==> config.mk <==
export PLATFORM = sky130hd
export DESIGN_NAME = mp_rx_filter
export DESIGN_NICKNAME = d
export VERILOG_FILES = /design/src/rtl/mp_rx_filter_pkg.sv /design/src/rtl/mpf_addr_match.sv /design/src/rtl/mpf_rx_hold.sv /design/src/rtl/mpf_err_track.sv /design/src/rtl/mp_rx_filter.sv
export SDC_FILE = /design/constraint.sdc
export NUM_CORES = 1
export LEC_CHECK = 0
export ABC_AREA = 1
export CORE_UTILIZATION = 29
export CTS_BUF_LIST = sky130_fd_sc_hd__clkbuf_4 sky130_fd_sc_hd__clkbuf_8
export DETAILED_ROUTE_END_ITERATION = 8
export DONT_BUFFER_PORTS = 1
export HOLD_SLACK_MARGIN = 0.02
export PLACE_DENSITY = 0.5
export SETUP_SLACK_MARGIN = 0.3
export SYNTH_ARGS = -nofsm -noshare
export SYNTH_HDL_FRONTEND = slang
export SYNTH_HIERARCHICAL = 1
export SYNTH_SLANG_ARGS = --single-unit
==> constraint.sdc <==
create_clock -name clk_i -period 1.35 [get_ports clk_i]
set_input_delay 0.2025 -clock clk_i [delete_from_list [all_inputs] [get_ports clk_i]]
set_output_delay 0.2025 -clock clk_i [all_outputs]
set_load 0.05 [all_outputs]
==> src/rtl/mp_rx_filter_pkg.sv <==
package mp_rx_filter_pkg;
  parameter int unsigned DATA_W = 8;
  typedef struct packed {
    logic [DATA_W-1:0] data;
    logic              mp;
    logic              frame_err;
    logic              parity_err;
  } rx_char_t;
endpackage

==> src/rtl/mpf_addr_match.sv <==
module mpf_addr_match
  import mp_rx_filter_pkg::*;
(
  input  logic              clk_i,
  input  logic              rst_ni,
  input  logic              addr_we_i,
  input  logic [DATA_W-1:0] addr_wdata_i,
  input  logic              filt_en_i,
  input  logic              valid_i,
  input  rx_char_t          char_i,
  output logic              accept_o
);
  logic [DATA_W-1:0] node_q;
  logic              win_q;
  logic              hit;

  assign hit = (char_i.data == node_q);

  always_comb begin
    if (!filt_en_i)      accept_o = valid_i;
    else if (char_i.mp)  accept_o = valid_i & hit;
    else                 accept_o = valid_i & win_q;
  end

  always_ff @(posedge clk_i or negedge rst_ni) begin
    if (!rst_ni) begin
      node_q <= '0;
      win_q  <= 1'b0;
    end else begin
      if (addr_we_i) node_q <= addr_wdata_i;
      if (!filt_en_i)                win_q <= 1'b0;
      else if (valid_i && char_i.mp) win_q <= hit;
    end
  end
endmodule

==> src/rtl/mpf_rx_hold.sv <==
module mpf_rx_hold
  import mp_rx_filter_pkg::*;
(
  input  logic              clk_i,
  input  logic              rst_ni,
  input  logic              accept_i,
  input  rx_char_t          char_i,
  input  logic              rd_i,
  output logic [DATA_W-1:0] data_o,
  output logic              mp_o,
  output logic              avail_o,
  output logic              overrun_o
);
  always_ff @(posedge clk_i or negedge rst_ni) begin
    if (!rst_ni) begin
      data_o    <= '0;
      mp_o      <= 1'b0;
      avail_o   <= 1'b0;
      overrun_o <= 1'b0;
    end else begin
      if (accept_i) begin
        data_o  <= char_i.data;
        mp_o    <= char_i.mp;
        avail_o <= 1'b1;
      end else if (rd_i) begin
        avail_o <= 1'b0;
      end
      if (accept_i && avail_o && !rd_i) overrun_o <= 1'b1;
      else if (rd_i)                    overrun_o <= 1'b0;
    end
  end

  p_avail_set_r5: assert property (@(posedge clk_i) disable iff (!rst_ni)
    accept_i |=> avail_o);
  p_rd_clears_r6: assert property (@(posedge clk_i) disable iff (!rst_ni)
    (rd_i && !accept_i) |=> (!avail_o && !overrun_o));
  p_overrun_r6: assert property (@(posedge clk_i) disable iff (!rst_ni)
    (accept_i && avail_o && !rd_i) |=> overrun_o);
  p_hold_stable_r3: assert property (@(posedge clk_i) disable iff (!rst_ni)
    !accept_i |=> ($stable(data_o) && $stable(mp_o)));
endmodule

==> src/rtl/mpf_err_track.sv <==
module mpf_err_track
  import mp_rx_filter_pkg::*;
(
  input  logic     clk_i,
  input  logic     rst_ni,
  input  logic     valid_i,
  input  rx_char_t char_i,
  input  logic     rd_i,
  output logic     frame_o,
  output logic     parity_o
);
  logic fe_set, pe_set;
  assign fe_set = valid_i & char_i.frame_err;
  assign pe_set = valid_i & char_i.parity_err;

  always_ff @(posedge clk_i or negedge rst_ni) begin
    if (!rst_ni) begin
      frame_o  <= 1'b0;
      parity_o <= 1'b0;
    end else begin
      if (fe_set)    frame_o <= 1'b1;
      else if (rd_i) frame_o <= 1'b0;
      if (pe_set)    parity_o <= 1'b1;
      else if (rd_i) parity_o <= 1'b0;
    end
  end

  p_frame_sticky_r7: assert property (@(posedge clk_i) disable iff (!rst_ni)
    (valid_i && char_i.frame_err) |=> frame_o);
  p_parity_hold_r7: assert property (@(posedge clk_i) disable iff (!rst_ni)
    (parity_o && !rd_i) |=> parity_o);
endmodule

==> src/rtl/mp_rx_filter.sv <==
module mp_rx_filter
  import mp_rx_filter_pkg::*;
(
  input  logic              clk_i,
  input  logic              rst_ni,
  input  logic              addr_we_i,
  input  logic [DATA_W-1:0] addr_wdata_i,
  input  logic              filt_en_i,
  input  logic              data_irq_mask_i,
  input  logic              char_valid_i,
  input  logic [DATA_W-1:0] char_data_i,
  input  logic              char_mp_i,
  input  logic              char_frame_err_i,
  input  logic              char_parity_err_i,
  input  logic              rd_i,
  output logic [DATA_W-1:0] rx_data_o,
  output logic              rx_mp_o,
  output logic              data_avail_o,
  output logic              overrun_o,
  output logic              frame_err_o,
  output logic              parity_err_o,
  output logic              irq_o
);
  rx_char_t ch;
  logic     accept;
  logic     err_any;

  assign ch = '{data: char_data_i, mp: char_mp_i,
                frame_err: char_frame_err_i, parity_err: char_parity_err_i};

  mpf_addr_match u_match (
    .clk_i, .rst_ni, .addr_we_i, .addr_wdata_i, .filt_en_i,
    .valid_i(char_valid_i), .char_i(ch), .accept_o(accept));

  mpf_rx_hold u_hold (
    .clk_i, .rst_ni, .accept_i(accept), .char_i(ch), .rd_i,
    .data_o(rx_data_o), .mp_o(rx_mp_o), .avail_o(data_avail_o),
    .overrun_o(overrun_o));

  mpf_err_track u_err (
    .clk_i, .rst_ni, .valid_i(char_valid_i), .char_i(ch), .rd_i,
    .frame_o(frame_err_o), .parity_o(parity_err_o));

  assign err_any = frame_err_o | parity_err_o | overrun_o;
  assign irq_o   = err_any | (data_avail_o & ~data_irq_mask_i);

  p_mask_quiet_r8: assert property (@(posedge clk_i) disable iff (!rst_ni)
    (data_irq_mask_i && !frame_err_o && !parity_err_o && !overrun_o) |-> !irq_o);
  p_err_irq_r8: assert property (@(posedge clk_i) disable iff (!rst_ni)
    frame_err_o |-> irq_o);
  p_filter_off_r5: assert property (@(posedge clk_i) disable iff (!rst_ni)
    (!filt_en_i && char_valid_i) |-> accept);
endmodule

# Yosys cells after proc, flatten, opt, wreduce, memory -nomap -nowiden
# Index checks and enable logic that the tools add are counted.
# Widths: inputs -> output; s select.
# totals
ff_bits	22
memories	0
latch_bits	0
in_bits	26
ramBits	0
mem_bits_ro	0
# op_classes
multipliers	0
muxes	9
addsub	0
shift	0
reduce_logical	8
eq_ne	2
n_bitwise	9
n_div	0
order_cmp	0
# ops
cell	count
$mux 1	9
$eq 8x8->1	1
$reduce_bool 2->1	4
$and 1x1->1	5
$logic_and 1x1->1	3
$or 1x1->1	3
$ne 2x1->1 const B	1
$logic_not 1->1	1
$not 1->1	1

# Logic depth before layout (Yosys ltp)
# Gate-level depths: netlist of run 1.
# logic_depth
word_depth	7
ltp_mapped	11
ltp_nobuf	11

# By module
# The synthesis of run 1 kept the hierarchy.
# by_module_without_submodules
mod	seq_area_each_um2	instances	area_per_inst_um2	cells_per_inst
mpf_addr_match	225.2	1	520.5	83
mpf_rx_hold	275.3	1	420.4	46
mpf_err_track	50.0	1	76.3	9
mp_rx_filter	0.0	1	20.0	5

# Worst setup path before layout of run 1
# Ideal clock, no wire load.
# synth_timing
path_kind	register to output
startpoint	register u_err.parity_o
endpoint	output port irq_o
stages_incl_launch_ff	3
t_arrival_ns	1.132
path_buffers	0
setup_slack_ns	0.016
cell_sequence	dfrtp_1 -> nor2_1 -> nand3_1
# synth_via
elab_chain_len	3
# synth_lines
item	line_no	source
start: declaration	mpf_err_track.sv:10	output logic parity_o
start signal: assignment	mpf_err_track.sv:19	parity_o <= 1'b0;
start signal: assignment	mpf_err_track.sv:23	if (pe_set) parity_o <= 1'b1;
start signal: assignment	mpf_err_track.sv:24	else if (rd_i) parity_o <= 1'b0;
$or 1x1->1 (2 in series)	mp_rx_filter.sv:44	assign err_any = frame_err_o | parity_err_o | overrun_o;
$or 1x1->1	mp_rx_filter.sv:45	assign irq_o = err_any | (data_avail_o & ~data_irq_mask_i);
end: declaration	mp_rx_filter.sv:22	output logic irq_o
# No other way between the ends.

# Final worst setup path of run 1
# layout_timing
startpoint	register u_match.node_q[1]
endpoint	register u_hold.data_o[5]
# layout_via
elab_chain_len	4
# layout_lines
item	line_no	source
start: declaration	mpf_addr_match.sv:13	logic [DATA_W-1:0] node_q;
start signal: assignment	mpf_addr_match.sv:30	if (addr_we_i) node_q <= addr_wdata_i;
$eq 8x8->1	mpf_addr_match.sv:17	assign hit = (char_i.data == node_q);
$and 1x1->1	mpf_addr_match.sv:21	else if (char_i.mp) accept_o = valid_i & hit;
$mux 1	mpf_addr_match.sv:21	
$mux 1	mpf_addr_match.sv:20	if (!filt_en_i) accept_o = valid_i;
named net accept	mp_rx_filter.sv:25	logic accept;
end signal: assignment	mpf_rx_hold.sv:22	data_o <= char_i.data;
end: declaration	mpf_rx_hold.sv:9	output logic [DATA_W-1:0] data_o,
# The timed path passes the listed nets, and every way through them passes these cells.
# A chain may end at the register's enable or synchronous reset.

==> results_dict.tcl, run 1 <==
set metrics [dict create \
    p_switching_mw 0.565 \
    worst_pin_slew_ns 1.01 \
    crit_chain "nand2_1 > nand2_2 > nor2_2 > nand2_1 > nor2_2 > nand2_2 > nand2_4 > clkbuf_16 > nand2_1 > nand2_1" \
    synthAdderAreaFrac 0 \
    rsz0062_at_grt "yes" \
    gr-total-overflow 0 \
    period_share 1.01 \
    cts_sinks 22 \
    avgSynthCellArea_sq_um 7.25 \
    startpoint_type "register" \
    worst_path_max_delay_cell "dfrtp_1" \
    synth_top_family_by_area "simple AND/OR/NAND/NOR gates" \
    cts_tree "built" \
    peakVddDrop_mv 0.385 \
    clockPowerShare 0.233 \
    antenna_cells 0 \
    wl_per_cell_microns 11.3 \
    cap_violations 0 \
    multi_input_area_sq_um 422 \
    synth-compound-area-share 0.0434 \
    vias 942 \
    grt_pass1_vias 876 \
    fillCellCount 332 \
    dieHeight_microns 61.8 \
    min_from "addr_we_i" \
    die-area_sq_um 3820 \
    hold_viol_final 0 \
    synth_xor_area_frac 0 \
    hold_depth 2 \
    path_class "register to register" \
    firstDrtPassIters 4 \
    root_buffer "clkbuf_4" \
    synth_area_sq_um 1040 \
    clock_path_buffers 2 \
    crit_arrival_ns 1.61 \
    vias_per_cell 4.24 \
    ctsHtreeMaxLevel 1 \
    p_comb_frac 0.196 \
    core_area_sq_um 3390 \
    cp.required_ns 1.60 \
    synthMuxAreaShare 0 \
    internal-power_mw 1.04 \
    cts_buffers 3 \
    power.density_nw_per_um2 1050 \
    synth-simple-area-share 0.327 \
    status "finished, violations left" \
    dp_slack_ns 0.0222 \
    p_sw_frac 0.352 \
    synth_top_area_frac 0.531 \
    drcViolationCount 0 \
    nets 203 \
    p_seq_frac 0.571 \
    dieWidth_microns 61.8 \
    drt_iter0_drc 35 \
    synth_cells 143 \
    ys_types 11 \
    r2r_start "u_match/node_q[1]" \
    yosysTopAreaCell "dfrtp_1" \
    ff2ff_setup_slack_ns -0.01 \
    grt_start_max_net_pins 23 \
    dpl_cell_area_sq_um 1140 \
    p_leak_nw 0.795 \
    worst_slack_ns -0.0114 \
    gp_congestion 0.658 \
    fmax_ghz 0.735 \
    drt_wl_total_microns 2500 \
    skew_ns 0.00720 \
    maxSlewViolCount 0 \
    port_buffers 0 \
    postRouteAntennaNets 0 \
    fin_crit_ns 1.36 \
    start_util 0.306 \
    reg2reg_depth 10 \
    layout-drive-gt1-share 0.210 \
    areaGrowthSynthToFinish_pct 46.8 \
    rows 21 \
    ys_seq_area_frac 0.531 \
    crit_fanout 5 \
    synth_seq_cells 22 \
    holdPathEnd "u_match/node_q[5]" \
    cpMostUsedCell "nand2_1" \
    r2r_end "u_hold/data_o[5]" \
    cts.reportedPaths.clkPinSlew_ns 0.13 \
    ff_latch_area_sq_um 567 \
    grt_pass1_wl_microns 3540 \
    io_pins 40 \
    stdcell_area_sq_um 1520 \
    endpoint_kind "register" \
    synth_warnings 6 \
    worst_path_largest_cell_delay_ns 0.42 \
    grt_util_all_layers 0.128 \
    synth_nets 169 \
    antenna_found_initial 0 \
    slew_headroom 0.324 \
    setup_viol 4 \
    hold_class "input pin to register" \
    synth_area_leaders "dfrtp_1 53%, nand2_1 28%, inv_1 8.0%" \
    violations "setup timing" \
    hpwl_microns 1720 \
    clk_latency_ns 0.31 \
]
## layout make-up
class / instances / area share
Inverter: 23 / 0.0583
Timing Repair Buffer: 31 / 0.231
Clock buffer: 4 / 0.0238
Sequential cell: 22 / 0.372
Multi-Input combinational cell: 96 / 0.277
Tap cell: 46 / 0.0378
## worst max-delay path, delay by kind of cell, from the launching register on
| family | cells | cell delay [ns] |
|---|---|---|
| buf+inv | 1 | 0.15 |
| flops | 1 | 0.42 |
| simple gates | 9 | 0.74 |
## per-layer routing
layer	wire length, microns	up-vias	track usage
met2	1230	29	0.235
met3	173	2	0.0352
met5	0	-	0
met1	1080	425	0.140
li1	-	486	-
met4	16	0	0.0476
## cell families (layout without fill, tap and decap cells)
| group | Yosys count | in the layout |
|---|---|---|
| simple gates | 87 | 87 |
| buf+inv | 25 | 58 |
| flops | 22 | 22 |
| compound gates | 9 | 9 |
## cell usage after synthesis, drive strengths merged
| cell | n |
|---|---|
| dfrtp | 22 |
| nand3 | 4 |
| buf | 2 |
| nor2 | 6 |
| nand2 | 77 |
| inv | 23 |
| o21ai | 9 |
## flip-flops by register name (all words and copies together), names as in the netlist
name,cells
u_hold/overrun_o,1
u_err/parity_o,1
u_hold/mp_o,1
u_match/node_q,8
u_err/frame_o,1
u_match/win_q,1
u_hold/avail_o,1
u_hold/data_o,8
## stage by stage
step | total power, mW | TNS [ns] | hold slack (ns) | instances | util
global route | 1.68 | -1.18 | 0.0241 | 222 | 0.449
finish | 1.61 | -0.0284 | 0.0235 | 222 | 0.449
detailed placement | 1.13 | 0 | -0.0925 | 191 | 0.337
floorplan | 1.08 | 0 | -0.0931 | 143 | -
CTS | 1.60 | 0 | 0.0205 | 219 | 0.426
global placement | 1.12 | 0 | -0.0926 | 191 | 0.337
## worst max-delay path by stage
stage                            from          endpoint  slack [ns]  cells after the start
finish              u_match/node_q[1]  u_hold/data_o[5]       -0.01                     10
global route        u_match/node_q[1]  u_hold/data_o[6]       -0.13                     11
CTS                  u_hold/overrun_o             irq_o     0.00002                      2
detailed placement  u_match/node_q[1]  u_hold/data_o[6]        0.02                     11
global placement    u_match/node_q[1]  u_hold/data_o[5]        0.05                     11
floorplan           u_match/node_q[4]  u_hold/overrun_o        0.20                     10
## cells in the final DEF, fill, tap and decap left out, drive strengths merged
master        netlist  final
nand2              77     77
dlygate4sd3         0     23
inv                23     23
dfrtp              22     22
o21ai               9      9
nor2                6      6
buf                 2      6
clkbuf              0      5
nand3               4      4
dlymetal6s4s        0      1
## power by group through the flow
stage                     clock [mW]  combinational, mW  sequential (mW)
after detailed placement           0              0.210            0.918
after CTS                      0.390              0.292            0.916
final                          0.373              0.315            0.917
after global placement             0              0.206            0.916
after global routing           0.407              0.349            0.925
after floorplan                    0              0.140            0.937
## repair_timing
item / CTS / global route
setup buffers: 1 / 1
endpoints found under the setup margin: 26 / 48
pin swaps: 4 / 12
cloned: 0 / 1
endpoints found under the hold margin: 42 / 1
hold buffers: 23 / 1
resized for setup: 15 / 12
Note: power is estimated with default switching activity, not from simulation.
==> run 2: changes to the inputs <==
--- a/config.mk
+++ b/config.mk
@@ -6,6 +6,7 @@
 export NUM_CORES = 1
 export LEC_CHECK = 0
 export ABC_AREA = 1
+export CORE_ASPECT_RATIO = 1.25
 export CORE_UTILIZATION = 29
 export CTS_BUF_LIST = sky130_fd_sc_hd__clkbuf_4 sky130_fd_sc_hd__clkbuf_8
 export DETAILED_ROUTE_END_ITERATION = 8
==> run 2 against run 1 <==
Highest routed layer unchanged; count of clock-buffer cells in the layout stayed put; critical path depth is 1 higher; final area is 11% lower; total power is 3.8% higher; hold slack better by 0.011 ns; sequential share of layout area is 4.6 points higher; first-iteration DRC count is 8.6% higher; sequential cell count stayed put; global-route usage is 0.90 points higher; register-to-register slack hardly changed; routed wire length is 3.6% lower; the run still ends with setup timing left.
==> results_dict.tcl, run 2 (same netlist as run 1, synthesis figures left out) <==
set metrics [dict create \
    dp_cells 183 \
    cts_sinks 22 \
    die-area_sq_um 3820 \
    antenna_found_initial 0 \
    cap_violations 0 \
    drt_wl_total_microns 2410 \
    internal-power_mw 1.11 \
    gp_congestion 0.656 \
    ctsHtreeMaxLevel 1 \
    dieWidth_microns 55.5 \
    p_sw_frac 0.332 \
    power.density_nw_per_um2 1230 \
    stdcell_area_sq_um 1350 \
    grt_util_all_layers 0.137 \
    p_leak_nw 0.741 \
    antenna_cells 0 \
    nets 188 \
    path_class "register to register" \
    rows 23 \
    hpwl_microns 1700 \
    p_comb_frac 0.171 \
    p_seq_frac 0.550 \
    clockPowerShare 0.279 \
    crit_arrival_ns 1.57 \
    cts_buffers 3 \
    clk_latency_ns 0.26 \
    grt_start_max_net_pins 23 \
    io_pins 40 \
    drcViolationCount 0 \
    wl_per_cell_microns 12.2 \
    maxSlewViolCount 0 \
    setup_viol 6 \
    slew_headroom 0.353 \
    dieHeight_microns 68.9 \
    status "finished, violations left" \
    core_area_sq_um 3310 \
    grt_pass1_wl_microns 3940 \
    final_cell_mix "74 x nand2_1, 17 x inv_1, 12 x dfrtp_2" \
    dpl_cell_area_sq_um 1120 \
    drt_iter0_drc 38 \
    grt_pass1_vias 918 \
    cpMostUsedCell "nand2_1" \
    worst_path_largest_cell_delay_ns 0.36 \
    cts.reportedPaths.clkPinSlew_ns 0.07 \
    worst_slack_ns -0.0140 \
    hold_class "input pin to register" \
    crit_fanout 8 \
    period_share 1.01 \
    violations "setup timing" \
    vias 874 \
    endpoint_kind "register" \
    peakVddDrop_mv 0.491 \
    fin_crit_ns 1.36 \
    crit_chain "inv_1 > nand2_1 > nand2_1 > nor2_2 > nand2_1 > nor2_2 > nand2_1 > nand2_2 > buf_6 > nand2_1 > nand2_1" \
    areaGrowthSynthToFinish_pct 30.4 \
    port_buffers 0 \
    layout-drive-gt1-share 0.292 \
    skew_ns 0.00149 \
    clock_path_buffers 2 \
    hold_viol_final 0 \
    root_buffer "clkbuf_8" \
    worst_pin_slew_ns 0.968 \
    startpoint_type "register" \
    fmax_ghz 0.733 \
    p_switching_mw 0.554 \
    cp.required_ns 1.55 \
    start_util 0.313 \
    finalNonFillerCells 198 \
    fin_hold_ws_ns 0.0348 \
    postRouteAntennaNets 0 \
    worst_path_max_delay_cell "dfrtp_1" \
    cts_tree "built" \
    largestRegisters "u_hold/data_o x8, u_match/node_q x8" \
    vias_per_cell 4.41 \
    gr-total-overflow 0 \
    rsz0062_at_grt "yes" \
    final_common_cell "nand2_1" \
    firstDrtPassIters 4 \
]
==> run 2: cell types whose count changed in the layout (fill, tap and decap cells not counted), moves of 3 or more <==
cell,change
buf_6,+6
inv_2,+3
clkbuf_4,-3
dlygate4sd3_1,-22
buf_4,+3
clkbuf_8,+3
inv_1,-3
==> run 2: worst paths after layout <==
check	startpoint	end	slack, ns	depth (start not counted)
setup / recovery	u_match/node_q[1]	u_hold/data_o[5]	-0.01	11
hold / removal	addr_we_i	u_match/node_q[5]	0.03	1
setup reg to reg	u_match/node_q[1]	u_hold/data_o[5]	-0.01	11
hold reg to reg	u_match/win_q	u_match/win_q	0.50	2
max in group asynchronous	rst_ni	u_hold/data_o[4]	0.61	1
min in group asynchronous	rst_ni	u_err/parity_o	0.09	1
==> run 2: final cells by class <==
| cell class | instances | area, sq um |
|---|---|---|
| repair buffers | 16 | 176 |
| flip-flops and latches | 22 | 566 |
| well taps | 37 | 46.3 |
| fillers | 335 | 1960 |
| clock buffers | 4 | 55.1 |
| inverters | 23 | 88.8 |
| multi-input cells | 96 | 420 |
==> run 2: power by group through the flow <==
stage          registers (mW)  logic [mW]  clock network, mW
4_1_cts                 0.914       0.260              0.495
3_3_place_gp            0.916       0.202                  0
3_5_place_dp            0.919       0.207                  0
6_report                0.917       0.285              0.464
2_1_floorplan           0.937       0.140                  0
5_1_grt                 0.927       0.323              0.509
==> run 2: routing by layer <==
layer  GRT usage  up-vias  part of all wire
met3      0.0317        5             0.069
met5           0        -                 0
li1            -      457                 -
met2       0.255       30              0.50
met1       0.146      382              0.41
met4      0.0750        0             0.022
==> run 2: what timing repair did <==
action,4_1_cts,5_1_grt
setup buffers,9,0
hold endpoints to repair,22,1
hold buffers,1,1
pin swaps,6,10
setup endpoints to repair,24,41
gates resized for setup,17,20
==> run 2: worst max-delay path, delay by kind of cell, from the launching register on <==
family | cells | cell delay (ns)
buf+inv | 2 | 0.22
simple gates | 9 | 0.73
flops | 1 | 0.36
==> run 2: stage by stage <==
step | setup WS (ns) | util | TNS (ns) | power, mW
after floorplan | 0.205 | - | 0 | 1.08
after global placement | 0.0659 | 0.340 | 0 | 1.12
after detailed placement | 0.0142 | 0.340 | 0 | 1.13
after CTS | 0.0322 | 0.391 | 0 | 1.67
after global routing | -0.131 | 0.409 | -1.21 | 1.76
final | -0.0140 | 0.409 | -0.0475 | 1.67
